File: src/rtl/gsr_pkg.sv
`timescale 1ns/1ps
package gsr_pkg;
  localparam int GSR_WORD_W   = 8;
  localparam int GSR_CODE_MIN = 1;
  localparam int GSR_CODE_MAX = 60;
  localparam int GSR_DB_OFS   = 29;

  typedef enum logic [1:0] {
    PM_OFF     = 2'd0,
    PM_STANDBY = 2'd1,
    PM_ACTIVE  = 2'd2
  } pmode_t;
endpackage

File: src/rtl/gsr_sync_edge.sv
`timescale 1ns/1ps
module gsr_sync_edge #(
  parameter int             W       = 3,
  parameter int             STAGES  = 2,
  parameter logic [W-1:0]   RST_VAL = '0
) (
  input  logic         clk,
  input  logic         rst_n,
  input  logic [W-1:0] din,
  output logic [W-1:0] lvl,
  output logic [W-1:0] rise,
  output logic [W-1:0] fall
);
  logic [W-1:0] pipe [STAGES];
  logic [W-1:0] prev;

  always_ff @(posedge clk) begin
    if (!rst_n) begin
      for (int i = 0; i < STAGES; i++) pipe[i] <= RST_VAL;
      prev <= RST_VAL;
    end else begin
      pipe[0] <= din;
      for (int i = 1; i < STAGES; i++) pipe[i] <= pipe[i-1];
      prev <= pipe[STAGES-1];
    end
  end

  assign lvl  = pipe[STAGES-1];
  assign rise = lvl & ~prev;
  assign fall = ~lvl & prev;
endmodule

File: src/rtl/gsr_word_shifter.sv
`timescale 1ns/1ps
module gsr_word_shifter #(
  parameter int WORD_W    = 8,
  parameter int RESET_CODE = 1
) (
  input  logic              clk,
  input  logic              rst_n,
  input  logic              en_lvl,
  input  logic              en_rise,
  input  logic              en_fall,
  input  logic              sck_rise,
  input  logic              dat_lvl,
  output logic [WORD_W-1:0] shreg,
  output logic [WORD_W-1:0] latched,
  output logic              count_err
);
  localparam int CNT_W   = $clog2(WORD_W + 2);
  localparam int CNT_SAT = WORD_W + 1;

  logic [CNT_W-1:0] bit_cnt;
  logic             shift_now;

  assign shift_now = sck_rise && !en_lvl;

  always_ff @(posedge clk) begin
    if (!rst_n) begin
      shreg     <= '0;
      bit_cnt   <= '0;
      latched   <= WORD_W'(RESET_CODE);
      count_err <= 1'b0;
    end else begin
      if (en_fall) begin
        bit_cnt   <= '0;
        count_err <= 1'b0;
      end else if (shift_now) begin
        shreg <= {shreg[WORD_W-2:0], dat_lvl};
        if (bit_cnt != CNT_W'(CNT_SAT)) bit_cnt <= bit_cnt + 1'b1;
      end
      if (en_rise) begin
        latched   <= shreg;
        count_err <= (bit_cnt != CNT_W'(WORD_W));
      end
    end
  end
endmodule

File: src/rtl/gsr_gain_map.sv
`timescale 1ns/1ps
module gsr_gain_map #(
  parameter int WORD_W   = 8,
  parameter int CODE_MIN = 1,
  parameter int CODE_MAX = 60,
  parameter int DB_OFS   = 29
) (
  input  logic [WORD_W-1:0]        code,
  output logic [WORD_W-1:0]        dec_code,
  output logic signed [WORD_W:0]   gain_db,
  output logic                     code_oor
);
  logic below, above;

  assign below    = code < WORD_W'(CODE_MIN);
  assign above    = code > WORD_W'(CODE_MAX);
  assign code_oor = below | above;

  always_comb begin
    if (below)      dec_code = WORD_W'(CODE_MIN);
    else if (above) dec_code = WORD_W'(CODE_MAX);
    else            dec_code = code;
  end

  assign gain_db = $signed({1'b0, dec_code}) - $signed((WORD_W+1)'(DB_OFS));
endmodule

File: src/rtl/gsr_power_ctl.sv
`timescale 1ns/1ps
module gsr_power_ctl
  import gsr_pkg::*;
(
  input  logic xmit_en,
  input  logic power_on,
  output logic amp_active,
  output logic amp_standby,
  output logic amp_off
);
  pmode_t mode;

  always_comb begin
    if (!power_on)     mode = PM_OFF;
    else if (!xmit_en) mode = PM_STANDBY;
    else               mode = PM_ACTIVE;
  end

  assign amp_off     = (mode == PM_OFF);
  assign amp_standby = (mode == PM_STANDBY);
  assign amp_active  = (mode == PM_ACTIVE);
endmodule

File: src/rtl/gain_serial_rx.sv
`timescale 1ns/1ps
module gain_serial_rx
  import gsr_pkg::*;
#(
  parameter int WORD_W      = GSR_WORD_W,
  parameter int CODE_MIN    = GSR_CODE_MIN,
  parameter int CODE_MAX    = GSR_CODE_MAX,
  parameter int DB_OFS      = GSR_DB_OFS,
  parameter int SYNC_STAGES = 2
) (
  input  logic                    clk,
  input  logic                    rst_n,
  input  logic                    ser_clk,
  input  logic                    ser_sel_n,
  input  logic                    ser_dat,
  input  logic                    xmit_en,
  input  logic                    power_on,
  output logic [WORD_W-1:0]       gain_code,
  output logic [WORD_W-1:0]       dec_code,
  output logic signed [WORD_W:0]  gain_db,
  output logic                    code_oor,
  output logic                    count_err,
  output logic                    amp_active,
  output logic                    amp_standby,
  output logic                    amp_off
);
  localparam int PIN_SEL = 2;
  localparam int PIN_CLK = 1;
  localparam int PIN_DAT = 0;

  logic [2:0]        pin_lvl, pin_rise, pin_fall;
  logic              en_lvl, en_rise, en_fall, sck_rise;
  logic [WORD_W-1:0] shreg;

  gsr_sync_edge #(.W(3), .STAGES(SYNC_STAGES), .RST_VAL(3'b100)) u_sync (
    .clk (clk), .rst_n (rst_n),
    .din ({ser_sel_n, ser_clk, ser_dat}),
    .lvl (pin_lvl), .rise (pin_rise), .fall (pin_fall)
  );

  assign en_lvl   = pin_lvl[PIN_SEL];
  assign en_rise  = pin_rise[PIN_SEL];
  assign en_fall  = pin_fall[PIN_SEL];
  assign sck_rise = pin_rise[PIN_CLK];

  gsr_word_shifter #(.WORD_W(WORD_W), .RESET_CODE(CODE_MIN)) u_shift (
    .clk (clk), .rst_n (rst_n),
    .en_lvl (en_lvl), .en_rise (en_rise), .en_fall (en_fall),
    .sck_rise (sck_rise), .dat_lvl (pin_lvl[PIN_DAT]),
    .shreg (shreg), .latched (gain_code), .count_err (count_err)
  );

  gsr_gain_map #(.WORD_W(WORD_W), .CODE_MIN(CODE_MIN), .CODE_MAX(CODE_MAX),
                 .DB_OFS(DB_OFS)) u_map (
    .code (gain_code), .dec_code (dec_code), .gain_db (gain_db),
    .code_oor (code_oor)
  );

  gsr_power_ctl u_pwr (
    .xmit_en (xmit_en), .power_on (power_on),
    .amp_active (amp_active), .amp_standby (amp_standby), .amp_off (amp_off)
  );
endmodule

File: config.mk
export PLATFORM = sky130hd
export DESIGN_NAME = gain_serial_rx
export DESIGN_NICKNAME = d
export VERILOG_FILES = /design/src/rtl/gsr_pkg.sv /design/src/rtl/gsr_sync_edge.sv /design/src/rtl/gsr_word_shifter.sv /design/src/rtl/gsr_gain_map.sv /design/src/rtl/gsr_power_ctl.sv /design/src/rtl/gain_serial_rx.sv
export SDC_FILE = /design/constraint.sdc
export NUM_CORES = 1
export LEC_CHECK = 0
export BUFFER_PORTS_ARGS = -buffer_cell sky130_fd_sc_hd__buf_4
export CAP_MARGIN = 20
export CELL_PAD_IN_SITES_DETAIL_PLACEMENT = 1
export CELL_PAD_IN_SITES_GLOBAL_PLACEMENT = 2
export CORE_MARGIN = 2
export CORE_UTILIZATION = 27
export DETAILED_ROUTE_END_ITERATION = 8
export PLACE_DENSITY_LB_ADDON = 0.1
export SLEW_MARGIN = 20
export SYNTH_ARGS = -nofsm -noshare
export SYNTH_HDL_FRONTEND = slang
export SYNTH_SLANG_ARGS = --single-unit
File: constraint.sdc
create_clock -name clk -period 1.56 [get_ports clk]
set_input_delay 0.156 -clock clk [delete_from_list [all_inputs] [get_ports clk]]
set_output_delay 0.156 -clock clk [all_outputs]
set_load 0.03 [all_outputs]
==> metrics.md <==
| Metric | Value |
|---|---|
| Ports | 37 |
| Status | finished with violations |
| Seq/Total Area, Yosys | 42.5% |
| Initial DRC Count | 14 |
| Vias in the first global route | 1151 |
| Htree depth | 2 |
| Worst reg2reg setup slack | 0.20 ns |
| Worst Setup End Kind | output port |
| Setup WS pre-CTS | -0.333 ns |
| Hold path depth | 2 |
| Clock transition at path regs | 0.07 ns |
| Total track usage | 13.0% |
| CTS tree | built |
| Avg Cell Area, Syn | 8.86 um2 |
| Worst min-delay path category | in2reg |
| Pin count of the biggest net entering global routing | 35 |
| CP Launch Point | u_shift.latched[2] |
| Clock Skew | 0.0105 ns |
| Finished Layout Cells | 275 |
| Data required, critical path | 1.40 ns |
| Yosys cell types | 31 |
| Tot Pwr | 0.00143 W |
| VDD IR max | 0.508 mV |
| CTS Root Buffer Type | clkbuf_8 |
| Share of cells above drive strength 1 | 45.7% |
| Max-cap violation count | 0 |
| Die area | 5640 um2 |
| Core ar. | 4790 um2 |
| Drt wl/cell | 12.9 um |
| DP HPWL | 2.60 mm |
| Slowest-stage cell, CP | or4_4 |
| # rows | 25 |
| Initial antenna violation count | 0 |
| Placed Instances | 261 |
| First-pass GRT wire length | 5.42 mm |
| Placement Cell Area | 1880 um2 |
| Final nets | 220 |
| Overflow after GRT | 0 |
| FFs w/ async S/R, synth | 0% |
| ANT nets after route | 0 |
| Critical Path, Cell by Cell | or4_4 > nor2_4 > o21ai_4 > ha_4 > a21oi_2 > o21ba_4 > buf_6 |
| Crit Path Max Fanout | 4 |
| Synthesis-stage register bit count | 29 |
| Vias | 1224 |
| Critical path type | reg2out |
| CTS Buf Count | 5 |
| Fmax | 0.474 GHz |
| WL final | 3.56 mm |
| N_diodes | 0 |
| Bufs on Longest Clock Path | 2 |
| Data arrival time of the critical path | 1.96 ns |
| DR DRC count | 0 |
| Input/output buffers | 34 |
| GPL Wtd Cong | 0.770 |
| Finished Cell Area | 2120 um2 |
| Synth area leader | dfxtp_1 |
| Failing checks | negative setup slack |
| Synth Flop Type | dfxtp_1 |
| Warning count from the yosys run | 0 |
| Post-synth EDFFs | 0 |
| Cell Area, Synth | 1370 um2 |
| Final worst slack | -0.551 ns |
| Largest cells by area after synthesis | dfxtp_1, mux2i_1, ha_1, o21ai_0, nand3_1 |
| Clk_lat worst skew | 0.27 ns |
| Final slew viol count | 0 |
| Count leader, synth | dfxtp_1 |
| Min-Delay Startpoint | ser_sel_n |
| Final hold slack | 0.0629 ns |
| Pwr/cell area | 678 nW/um2 |
| Commonest cells in the netlist | dfxtp_1, nand2_1, o21ai_0 |
| WHS Endpoint | u_sync.pipe[0][2] |
| Chip width | 75.1 um |
| Final-report hold violation count | 0 |
| Clock sink count | 29 |
| Chip Height | 75.1 um |
| RR Endpoint | u_shift.bit_cnt[0] |
| Area grow syn2layout | 55.0% |
| Initial Util | 28.5% |
| Avg Vias per Cell | 4.45 |
| Top cell type's share of synthesized area | 42.5% |
| Final setup violation count | 8 |
| Final worst path period share | 135% |
| CP peak stage delay | 0.55 ns |
| Pre-antenna DRT Iters | 3 |
| Crit start category | flip-flop |
| Worst Reg-to-Reg Cells | 5 |
| Reg-to-reg startpoint | u_shift.bit_cnt[1] |
| RSZ-0062 raised after global routing | yes |
| Static Leak | 0.866 nW |
| Post-synthesis instance total | 154 |
| Post-layout min period | 2.11 ns |
==> flip-flops by register name, indices dropped and copies added, names as in the netlist <==
register and flops:
u_shift.latched 8, u_shift.shreg 8, u_sync.prev 2, u_sync.pipe 6
u_shift.bit_cnt 4, u_shift.count_err 1
==> placed cells by master (no fill, tap or decap), types with 4 or more instances in the layout <==
master,count
buf_4,38
dfxtp_1,20
nand2_1,13
buf_6,13
mux2i_1,10
o21ai_0,10
nand3_1,9
and2_1,7
nor2b_1,7
dfxtp_2,7
inv_1,6
nor2_4,5
ha_1,5
clkbuf_8,5
or3_1,4
nor2_2,4
==> cell families after synthesis <==
logic type | share of synthesized area, %
multiplexers | 7.33
adder cells (fa/ha/maj) | 5.50
XOR/XNOR | 0.642
other | 0.275
buffers and inverters | 4.67
AND/OR/NAND/NOR | 28.3
flip-flops | 42.5
AO/OA/AOI/OAI | 10.7
==> where the power goes <==
group | internal, W | switching [W] | leakage, nW
Clock | 0.000307 | 0.000286 | 0.0455
Sequential | 0.000747 | 0.00000773 | 0.239
Combinational | 0.0000370 | 0.0000484 | 0.582
Total | 0.00109 | 0.000342 | 0.866
==> routing by layer <==
metal / track usage [%] / share of wire, % / vias to the layer above
met2: 23.0 / 50 / 25
met5: 0 / 0 / -
li1: - / - / 625
met3: 3.08 / 4.7 / 4
met1: 14.7 / 44 / 570
met4: 5.95 / 1.3 / 0
==> repair_timing <==
| action | 4_1_cts | 5_1_grt |
|---|---|---|
| pin swaps | 9 | 3 |
| hold buffers | 0 | 0 |
| endpoints found under the setup margin | 14 | 14 |
| buffers inserted | 3 | 3 |
| hold endpoints to repair | 0 | 0 |
| gates resized for setup | 17 | 11 |
==> cell type report <==
class / count / area, um2
clock buffers: 5 / 68.8
clock inverters: 3 / 17.5
fillers: 565 / 2670
inverters: 7 / 26.3
multi-input cells: 111 / 851
flip-flops and latches: 29 / 597
well taps: 67 / 83.8
repair buffers: 53 / 472
==> worst max-delay path: cells and delay by family (launching register included) <==
family | cells | cell delay, ns
compound gates | 3 | 0.34
fa+ha+maj | 1 | 0.20
buf+inv | 1 | 0.13
flops | 1 | 0.34
simple gates | 2 | 0.68
==> per-stage QoR <==
step,TNS (ns),util [%]
final,-3.28,44.2
after global placement,-1.14,39.3
after detailed placement,-1.29,39.3
after CTS,-3.47,42.9
after global routing,-3.92,44.2
after floorplan,-1.46,-
==> worst max-delay path by stage <==
stage | endpoint | depth (start not counted) | slack [ns]
2_1_floorplan | gain_db[4] | 6 | -0.31
3_3_place_gp | gain_db[4] | 7 | -0.30
3_5_place_dp | gain_db[4] | 7 | -0.33
4_1_cts | gain_db[4] | 7 | -0.58
5_1_grt | gain_db[4] | 7 | -0.64
6_report | gain_db[4] | 7 | -0.55
(Power assumes the default switching activity.)
